[config.mk]
export PLATFORM = sky130hd
export DESIGN_NAME = spi_xfer_master
export DESIGN_NICKNAME = d
export VERILOG_FILES = /design/src/rtl/spi_xfer_pkg.sv /design/src/rtl/spi_xfer_cfg.sv /design/src/rtl/spi_xfer_timer.sv /design/src/rtl/spi_xfer_shifter.sv /design/src/rtl/spi_xfer_master.sv
export SDC_FILE = /design/constraint.sdc
export NUM_CORES = 1
export LEC_CHECK = 0
export CORE_ASPECT_RATIO = 0.8
export CORE_UTILIZATION = 48
export DETAILED_ROUTE_END_ITERATION = 10
export DONT_BUFFER_PORTS = 1
export MAX_ROUTING_LAYER = met4
export PLACE_DENSITY_LB_ADDON = 0.05
export SLEW_MARGIN = 20
export SYNTH_ARGS = -nofsm -noshare
export SYNTH_HDL_FRONTEND = slang
export SYNTH_SLANG_ARGS = --single-unit
[constraint.sdc]
create_clock -name clk -period 4 [get_ports clk]
set_input_delay 0.2 -clock clk [delete_from_list [all_inputs] [get_ports clk]]
set_output_delay 0.2 -clock clk [all_outputs]
set_load 0.005 [all_outputs]
[src/rtl/spi_xfer_pkg.sv]
package spi_xfer_pkg;
  typedef enum logic [1:0] {
    ST_IDLE = 2'd0,
    ST_LEAD = 2'd1,
    ST_HIGH = 2'd2,
    ST_LOW  = 2'd3
  } xfer_state_t;
endpackage

[src/rtl/spi_xfer_cfg.sv]
// Validates a configuration and turns it into phase lengths.
module spi_xfer_cfg #(
  parameter int CODE_W   = 4,
  parameter int DIV_W    = 8,
  parameter int DLY_W    = 8,
  parameter int T_W      = 8,
  parameter int MIN_BITS = 8,
  parameter int MAX_BITS = 16,
  parameter int CNT_W    = 5
) (
  input  logic [CODE_W-1:0] len_code,
  input  logic [DIV_W-1:0]  clk_div,
  input  logic [DLY_W-1:0]  cs_delay,
  output logic              cfg_ok,
  output logic [CNT_W-1:0]  nbits,
  output logic [DIV_W-1:0]  hi_len,
  output logic [DIV_W-1:0]  lo_len,
  output logic [T_W-1:0]    lead_len
);
  localparam logic [CODE_W-1:0] MAX_CODE = CODE_W'(MAX_BITS - MIN_BITS);

  logic [DIV_W-1:0] half;

  always_comb begin
    half     = clk_div >> 1;
    cfg_ok   = (len_code <= MAX_CODE) && (clk_div != '0);
    nbits    = CNT_W'(len_code) + CNT_W'(MIN_BITS);
    // a divider of one cannot toggle a registered pin each cycle: one cycle per phase
    hi_len   = (half == '0) ? DIV_W'(1) : half;
    lo_len   = clk_div - half;
    lead_len = (cs_delay != '0) ? T_W'(cs_delay) : T_W'(lo_len);
  end
endmodule

[src/rtl/spi_xfer_timer.sv]
// Down counter for one phase; expire is high in the phase's final cycle.
module spi_xfer_timer #(
  parameter int W = 8
) (
  input  logic         clk,
  input  logic         rst,
  input  logic         load,
  input  logic [W-1:0] load_val,
  output logic         expire
);
  logic [W-1:0] cnt;

  always_ff @(posedge clk) begin
    if (rst)              cnt <= '0;
    else if (load)        cnt <= load_val - W'(1);
    else if (cnt != '0)   cnt <= cnt - W'(1);
  end

  assign expire = (cnt == '0);
endmodule

[src/rtl/spi_xfer_shifter.sv]
// Transmit and receive shift registers.
module spi_xfer_shifter #(
  parameter int MAX_BITS = 16,
  parameter int CNT_W    = 5
) (
  input  logic                clk,
  input  logic                rst,
  input  logic                load,
  input  logic                clear,
  input  logic [CNT_W-1:0]    nbits,
  input  logic [MAX_BITS-1:0] tx_word,
  input  logic                shift,
  input  logic                sample,
  input  logic                miso,
  output logic                mosi,
  output logic [MAX_BITS-1:0] rx_data
);
  logic [MAX_BITS-1:0] tx_sr;
  logic [CNT_W-1:0]    shamt;

  assign shamt = CNT_W'(MAX_BITS) - nbits;

  always_ff @(posedge clk) begin
    if (rst || clear)  tx_sr <= '0;
    else if (load)     tx_sr <= tx_word << shamt;
    else if (shift)    tx_sr <= {tx_sr[MAX_BITS-2:0], 1'b0};
  end

  always_ff @(posedge clk) begin
    if (rst || load)   rx_data <= '0;
    else if (sample)   rx_data <= {rx_data[MAX_BITS-2:0], miso};
  end

  assign mosi = tx_sr[MAX_BITS-1];
endmodule

[src/rtl/spi_xfer_master.sv]
module spi_xfer_master
  import spi_xfer_pkg::*;
#(
  parameter int CODE_W   = 4,
  parameter int DIV_W    = 8,
  parameter int DLY_W    = 8,
  parameter int MIN_BITS = 8,
  parameter int MAX_BITS = 16
) (
  input  logic                clk,
  input  logic                rst,
  input  logic                start,
  input  logic [CODE_W-1:0]   len_code,
  input  logic [DIV_W-1:0]    clk_div,
  input  logic [DLY_W-1:0]    cs_delay,
  input  logic [MAX_BITS-1:0] tx_word,
  input  logic                miso,
  output logic                cs_n,
  output logic                sclk,
  output logic                mosi,
  output logic                busy,
  output logic                done,
  output logic                cfg_err,
  output logic [MAX_BITS-1:0] rx_word
);
  localparam int T_W   = (DIV_W > DLY_W) ? DIV_W : DLY_W;
  localparam int CNT_W = $clog2(MAX_BITS + 1);

  xfer_state_t state;

  logic             cfg_ok;
  logic [CNT_W-1:0] nbits;
  logic [DIV_W-1:0] hi_len, lo_len, hi_q, lo_q;
  logic [T_W-1:0]   lead_len, tmr_val;
  logic [CNT_W-1:0] bits_left;
  logic             expire, tmr_load;
  logic             accept, reject, sample, shift, finish;
  logic [MAX_BITS-1:0] rx_data;

  spi_xfer_cfg #(
    .CODE_W(CODE_W), .DIV_W(DIV_W), .DLY_W(DLY_W), .T_W(T_W),
    .MIN_BITS(MIN_BITS), .MAX_BITS(MAX_BITS), .CNT_W(CNT_W)
  ) i_cfg (
    .len_code(len_code), .clk_div(clk_div), .cs_delay(cs_delay),
    .cfg_ok(cfg_ok), .nbits(nbits), .hi_len(hi_len), .lo_len(lo_len),
    .lead_len(lead_len)
  );

  spi_xfer_timer #(.W(T_W)) i_timer (
    .clk(clk), .rst(rst), .load(tmr_load), .load_val(tmr_val), .expire(expire)
  );

  spi_xfer_shifter #(.MAX_BITS(MAX_BITS), .CNT_W(CNT_W)) i_shift (
    .clk(clk), .rst(rst), .load(accept), .clear(finish), .nbits(nbits),
    .tx_word(tx_word), .shift(shift), .sample(sample), .miso(miso),
    .mosi(mosi), .rx_data(rx_data)
  );

  always_comb begin
    accept   = start && (state == ST_IDLE) && cfg_ok;
    reject   = start && (state == ST_IDLE) && !cfg_ok;
    sample   = ((state == ST_LEAD) || (state == ST_LOW)) && expire;
    shift    = (state == ST_HIGH) && expire && (bits_left != '0);
    finish   = (state == ST_HIGH) && expire && (bits_left == '0);
    tmr_load = accept || sample || shift;
    if (accept)      tmr_val = lead_len;
    else if (sample) tmr_val = T_W'(hi_q);
    else             tmr_val = T_W'(lo_q);
  end

  always_ff @(posedge clk) begin
    if (rst) begin
      state     <= ST_IDLE;
      cs_n      <= 1'b1;
      sclk      <= 1'b0;
      busy      <= 1'b0;
      done      <= 1'b0;
      cfg_err   <= 1'b0;
      rx_word   <= '0;
      bits_left <= '0;
      hi_q      <= '0;
      lo_q      <= '0;
    end else begin
      done    <= finish;
      cfg_err <= reject;
      if (accept) begin
        state     <= ST_LEAD;
        cs_n      <= 1'b0;
        busy      <= 1'b1;
        bits_left <= nbits;
        hi_q      <= hi_len;
        lo_q      <= lo_len;
      end
      if (sample) begin
        state     <= ST_HIGH;
        sclk      <= 1'b1;
        bits_left <= bits_left - CNT_W'(1);
      end
      if (shift) begin
        state <= ST_LOW;
        sclk  <= 1'b0;
      end
      if (finish) begin
        state   <= ST_IDLE;
        sclk    <= 1'b0;
        cs_n    <= 1'b1;
        busy    <= 1'b0;
        rx_word <= rx_data;
      end
    end
  end
endmodule

==> results of run 1 <==
==> area by class of cell <==
type / count / area (sq um)
tap: 112 / 140
multi-input combinational: 413 / 2580
clock inverter: 4 / 48.8
timing repair buffer: 12 / 100
fill: 812 / 3850
sequential: 83 / 1660
clock buffer: 12 / 256
inverter: 19 / 71.3
==> path summary, 6_finish.rpt <==
check	start	depth (start not counted)	slack (ns)	end
worst max-delay path	i_timer.cnt[7]	8	0.72	i_timer.cnt[7]
worst min-delay path	clk_div[5]	2	0.02	hi_q[4]
worst max register to register	i_timer.cnt[7]	8	0.72	i_timer.cnt[7]
worst min register to register	lo_q[1]	2	0.46	lo_q[1]
==> cells by family (layout without fill, tap and decap cells) <==
logic type      Yosys count  count (layout)  synth area share, %
buf+inv                  51              47                 4.54
compound gates          145             145                 21.6
fa+ha+maj                20              20                 5.81
mux                      25              25                 6.09
flops                    83              83                 37.5
simple gates            210             210                 21.9
xor+xnor                 13              13                 2.57
==> worst max-delay path, stage by stage (launching register included) <==
cell      delay, ns
dfxtp_1        0.32
nor4_2         0.45
and4b_1        0.80
nor2_1         0.24
a211oi_2       0.38
nand2_2        0.12
or4b_4         0.55
a211o_1        0.24
a21oi_1        0.11
==> synthesized netlist by cell type (3+ instances only) <==
cell	n	share of area, %
nand2_1	93	7.9
dfxtp_1	83	37
a21oi_1	58	6.5
nor2_1	53	4.5
clkbuf_1	23	1.9
ha_1	19	5.4
inv_1	19	1.6
mux2i_1	18	4.1
a22o_1	17	3.4
nor3_1	17	1.9
o21ai_0	17	1.9
xnor2_1	11	2.2
nand3_1	9	1.0
a211oi_1	8	1.4
buf_1	6	0.51
mux2_2	6	1.5
nand2b_1	6	0.85
nor2b_1	6	0.85
a31oi_1	5	0.71
nor4_1	5	0.71
and2_1	4	0.56
o211ai_1	4	0.68
o22a_1	4	0.79
a211o_1	3	0.59
a221oi_1	3	0.59
o311a_1	3	0.68
o31ai_1	3	0.51
==> through the flow <==
step / setup WS (ns) / cell area [sq um]
2_1_floorplan: 0.626 / 4430
5_1_grt: 0.573 / 4860
3_5_place_dp: 0.755 / 4510
3_3_place_gp: 0.886 / 4510
6_report: 0.720 / 4860
4_1_cts: 0.742 / 4860
==> sequential cells by signal (all words and copies together), names as in the netlist <==
signal / count
bits_left: 5
cfg_err: 1
cs_n: 1
done: 1
state: 2
rx_word: 16
busy: 1
sclk: 1
lo_q: 8
i_timer.cnt: 8
i_shift.rx_data: 16
i_shift.tx_sr: 16
hi_q: 7
==> metal layers <==
layer,global-route usage (%),share of wire [%]
met4,8.00,1.1
met2,37.3,46
met5,-,0
met3,5.95,4.0
met1,31.8,49
==> power groups by stage <==
stage	sequential, mW	clock (mW)	combinational [mW]
floorplan	0.963	0	0.504
global placement	0.975	0	0.610
detailed placement	0.977	0	0.617
CTS	0.959	0.853	0.627
global route	0.970	0.888	0.699
finish	0.960	0.834	0.627
==> timing repair <==
action                                 in CTS  in global routing
hold buffers                                4                  0
setup endpoints to repair                   0                  0
buffers inserted                            0                  0
endpoints found under the hold margin      22                  0
==> cell usage in the layout (no fill, tap or decap), drive strengths merged, types with 5 or more instances in the layout <==
master,n
nand2,94
dfxtp,83
a21oi,58
nor2,53
inv,19
ha,19
o21ai,19
mux2i,18
nor3,17
a22o,17
clkbuf,12
xnor2,11
nand3,9
a211oi,9
buf,8
nor4,7
nand2b,6
mux2,6
nor2b,6
a31oi,5
==> out/results.ini, run 1 <==
[run_status]
run_status=finished, final reports clean

[synthesis]
synth-seq-cells=83
yosysUniqueCellTypes=58
ys_warn_count=0
syn_inst=547
synth-async-reset-ratio_pct=0
syn_area_per_cell_sq_um=8.11
seq_area_frac_synth_pct=37.5
syn_area_sq_um=4430
syn_nets=607
synth_edf_count=0
ys.flop_type=dfxtp_1

[critical_path]
required_ns=4.26
cp-start-kind=flop
worst-setup-path-type=flop to flop
crit_path_max_fanout=19
crit_arrival_ns=3.54
end_kind=flop

[grt]
grt_pass1_vias=3486
grt_pass1_wl_um=17400
grt_overflow=0
antenna_found_initial=0
grt_start_max_net_pins=34
gr-usage-all-layers_pct=24.5

[power_and_ir_drop]
pwr-share-clk_pct=34.4
p_seq_share_pct=39.6
power_frac_comb_pct=25.9
ir_drop_mv=0.306
power.share.switching_pct=30.5
p_switching_mw=0.739
finalPower_mw=2.42
internal-power_mw=1.68
p_leak_nw=1.91
power_density_nw_per_um2=498

[timing]
tightestPinTransition_ns=0.873
slew_headroom_pct=41.6
rsz0062_at_grt=false
fin_crit_sh_pct=82.0
hold_slack_ns=0.0187
fmax_mhz=305
setup_viol_count_final=0
finalSetupTns_ns=0
finClkSkew_ns=0.00650
final_max_slew_viol_count=0
min_period_ns=3.28
hold_viol_final=0

[floorplan]
dieArea_sq_um=9630
ios=62
start_util_pct=50.9
core_sq_um=8710
dieWidth_um=109
row_count=30
die_h_um=88.0

[finish]
diodes=0
syn_to_final_growth_pct=9.59
nets=598
stdcell_count=655
post-route-util_pct=55.8
drive_above_1_share_pct=7.55

[detailed_routing]
drtIter0Drc=208
first_pass_iters=5
drc=0
ant_nets=0
routed_wl_um=10600
route.vias.total=3792
vias_per_cell=5.79
wl_per_cell_um=16.2

[cts]
ctsResizeCount=0
ctsLongestPathBuffers=2
clkLatencyLatePin_ns=0.33
root_buffer=clkbuf_16
htreeDepth=3
numCtsBuffers=9
clock-sinks=83
cts_tree=built
clk_pin_slew_ns=0.06

[placed_design]
gp_congestion=0.880
io_buffers=0
place_inst=635
hpwl_um=7840

[worst_hold_path]
min-delay-path-class=input pin to flop

[job]
cap_viol_max_count=0

Note: power is estimated with default switching activity, not from simulation.
==> run 2, diff against run 1 <==
Clock period 4 ns to 2.7 ns, I/O delays scaled along.
==> run 2 against run 1 <==
Effect of this change: total power grew 48%; clock power grew 31%; critical endpoint unchanged; largest cell class unchanged; via count grew 3.1%; largest power group unchanged; register-to-register slack lost 0.60 ns; first-iteration DRC count grew 14%; global-route usage grew 0.72 points; critical path depth grew 2; hold slack gained 0.011 ns.
==> out/results.ini, run 2 (synthesis gave the netlist of run 1 again) <==
[detailed_routing]
route.vias.total=3908  ; +3.1%
drc=0  ; unchanged
ant_nets=0  ; unchanged
first_pass_iters=4  ; -1
drtIter0Drc=237  ; +14%
routed_wl_um=11200  ; +5.0%
wl_per_cell_um=16.5  ; +1.7%
vias_per_cell=5.78  ; -0.14%

[finish]
drive_above_1_share_pct=11.5  ; +4.0 points
diodes=0  ; unchanged
nets=619  ; +3.5%
largestRegisters=i_shift.rx_data (16), i_shift.tx_sr (16), rx_word (16)
stdcell_count=676  ; +3.2%
most-common-layout-cells=93 x nand2_1, 83 x dfxtp_1, 56 x a21oi_1, 52 x nor2_1, 22 x buf_4
final_common_cell=nand2_1
post-route-util_pct=58.1  ; +2.3 points
syn_to_final_growth_pct=14.1
fillerInstances=813  ; +0.12%

[grt]
grt_overflow=0  ; unchanged
grt_pass1_wl_um=18100  ; +3.8%
grt_start_max_net_pins=30  ; -12%
gr-usage-all-layers_pct=25.2  ; +0.72 points
antenna_found_initial=0  ; unchanged
grt_pass1_vias=3679  ; +5.5%

[timing]
fmax_mhz=387  ; +27%
final_max_slew_viol_count=0  ; unchanged
setup_viol_count_final=0  ; unchanged
slew_headroom_pct=40.3  ; -1.3 points
hold_slack_ns=0.0297  ; +0.0110 ns
fin_crit_sh_pct=95.7  ; +14 points
worst_slack_ns=0.117  ; -0.603 ns
hold_viol_final=0  ; unchanged
finalSetupTns_ns=0  ; unchanged
finClkSkew_ns=0.00613  ; -0.000377 ns
min_period_ns=2.58  ; -0.697 ns
tightestPinTransition_ns=0.892  ; +0.0188 ns

[cts]
root_buffer=clkbuf_16
clock-sinks=83  ; unchanged
htreeDepth=3  ; unchanged
numCtsBuffers=9  ; unchanged
clkLatencyLatePin_ns=0.33  ; about the same
cts_tree=built
clk_pin_slew_ns=0.06  ; about the same
ctsLongestPathBuffers=2  ; unchanged

[placed_design]
gp_congestion=0.891  ; +1.3%
place_inst=648  ; +2.0%
io_buffers=0  ; unchanged
pre_cts_ws_ns=0.0775  ; -0.678 ns
hpwl_um=8200  ; +4.6%

[floorplan]
dieWidth_um=109  ; unchanged
ios=62  ; unchanged
start_util_pct=50.9  ; unchanged
core_sq_um=8710  ; unchanged
die_h_um=88.0  ; unchanged
row_count=30  ; unchanged
dieArea_sq_um=9630  ; unchanged

[critical_path]
end_kind=flop
crit_path_max_fanout=8  ; -11
cp-start-kind=flop
worst-setup-path-type=flop to flop
crit_arrival_ns=2.85  ; -0.69 ns
required_ns=2.97  ; -1.29 ns

[power_and_ir_drop]
power_density_nw_per_um2=710  ; +43%
ir_drop_mv=0.394  ; +29%
p_leak_nw=1.98  ; +3.8%

[run_status]
run_status=finished, final reports clean

[worst_hold_path]
min-delay-path-class=input pin to flop

[job]
cap_viol_max_count=0  ; unchanged

[run 2: changes by cell type in the layout (fill, tap and decap cells not counted), sizes merged]
| cell | previous run | this run |
|---|---|---|
| buf | 8 | 22 |
| clkinv | 3 | 1 |
| bufinv | 1 | 0 |
| clkinvlp | 0 | 3 |
| dlygate4sd3 | 4 | 11 |
[run 2: power breakdown]
part,internal (mW),switching [mW]
Sequential,1.34,0.0956
Clock,0.622,0.467
Combinational,0.479,0.587
Total,2.44,1.15
[run 2: metrics by stage]
stage	cell area [sq um]	total power, mW
after floorplan	4500	2.19
after global placement	4650	2.44
after detailed placement	4650	2.45
after CTS	5020	3.57
after global routing	5060	3.81
final	5060	3.59
[run 2: cell type report]
| type | count | area, sq um | share of cell area (%) |
|---|---|---|---|
| multi-input combinational | 413 | 2640 | 52.3 |
| inverter | 19 | 73.8 | 1.46 |
| sequential | 83 | 1660 | 32.9 |
| tap | 112 | 140 | 2.77 |
| clock buffer | 12 | 236 | 4.68 |
| timing repair buffer | 33 | 275 | 5.44 |
| clock inverter | 4 | 27.5 | 0.544 |
[run 2: path summary, 6_finish.rpt]
kind | startpoint | end | slack, ns | cells past startpoint
worst max-delay path | bits_left[1] | i_timer.cnt[7] | 0.12 | 10
worst min-delay path | rst | i_shift.tx_sr[9] | 0.03 | 2
worst max register to register | bits_left[1] | i_timer.cnt[7] | 0.12 | 10
worst min register to register | lo_q[0] | lo_q[0] | 0.46 | 2
[run 2: repair_timing]
| item | 4_1_cts | 5_1_grt |
|---|---|---|
| endpoints found under the setup margin | 0 | 1 |
| hold buffers | 11 | 0 |
| setup buffers | 0 | 1 |
| hold endpoints to repair | 23 | 0 |
| resized for setup | 0 | 8 |
[run 2: worst max-delay path: stages, from the launching register on]
cell and delay (ns):
dfxtp_1 0.31, inv_1 0.08, ha_2 0.16, nor4b_4 0.19
and4b_4 0.27, a221o_1 0.31, o21ai_2 0.20, and2_4 0.17
or4b_4 0.47, a211o_1 0.25, a21oi_2 0.10
[run 2: routing by layer]
layer | routed length [um] | track usage (%) | part of all wire (%) | vias to the layer above
met5 | 0 | - | 0 | -
met2 | 5110 | 39.2 | 46 | 77
met1 | 5480 | 33.5 | 49 | 1861
met4 | 123 | 6.42 | 1.1 | 0
met3 | 450 | 5.06 | 4.0 | 10
li1 | - | - | - | 1960
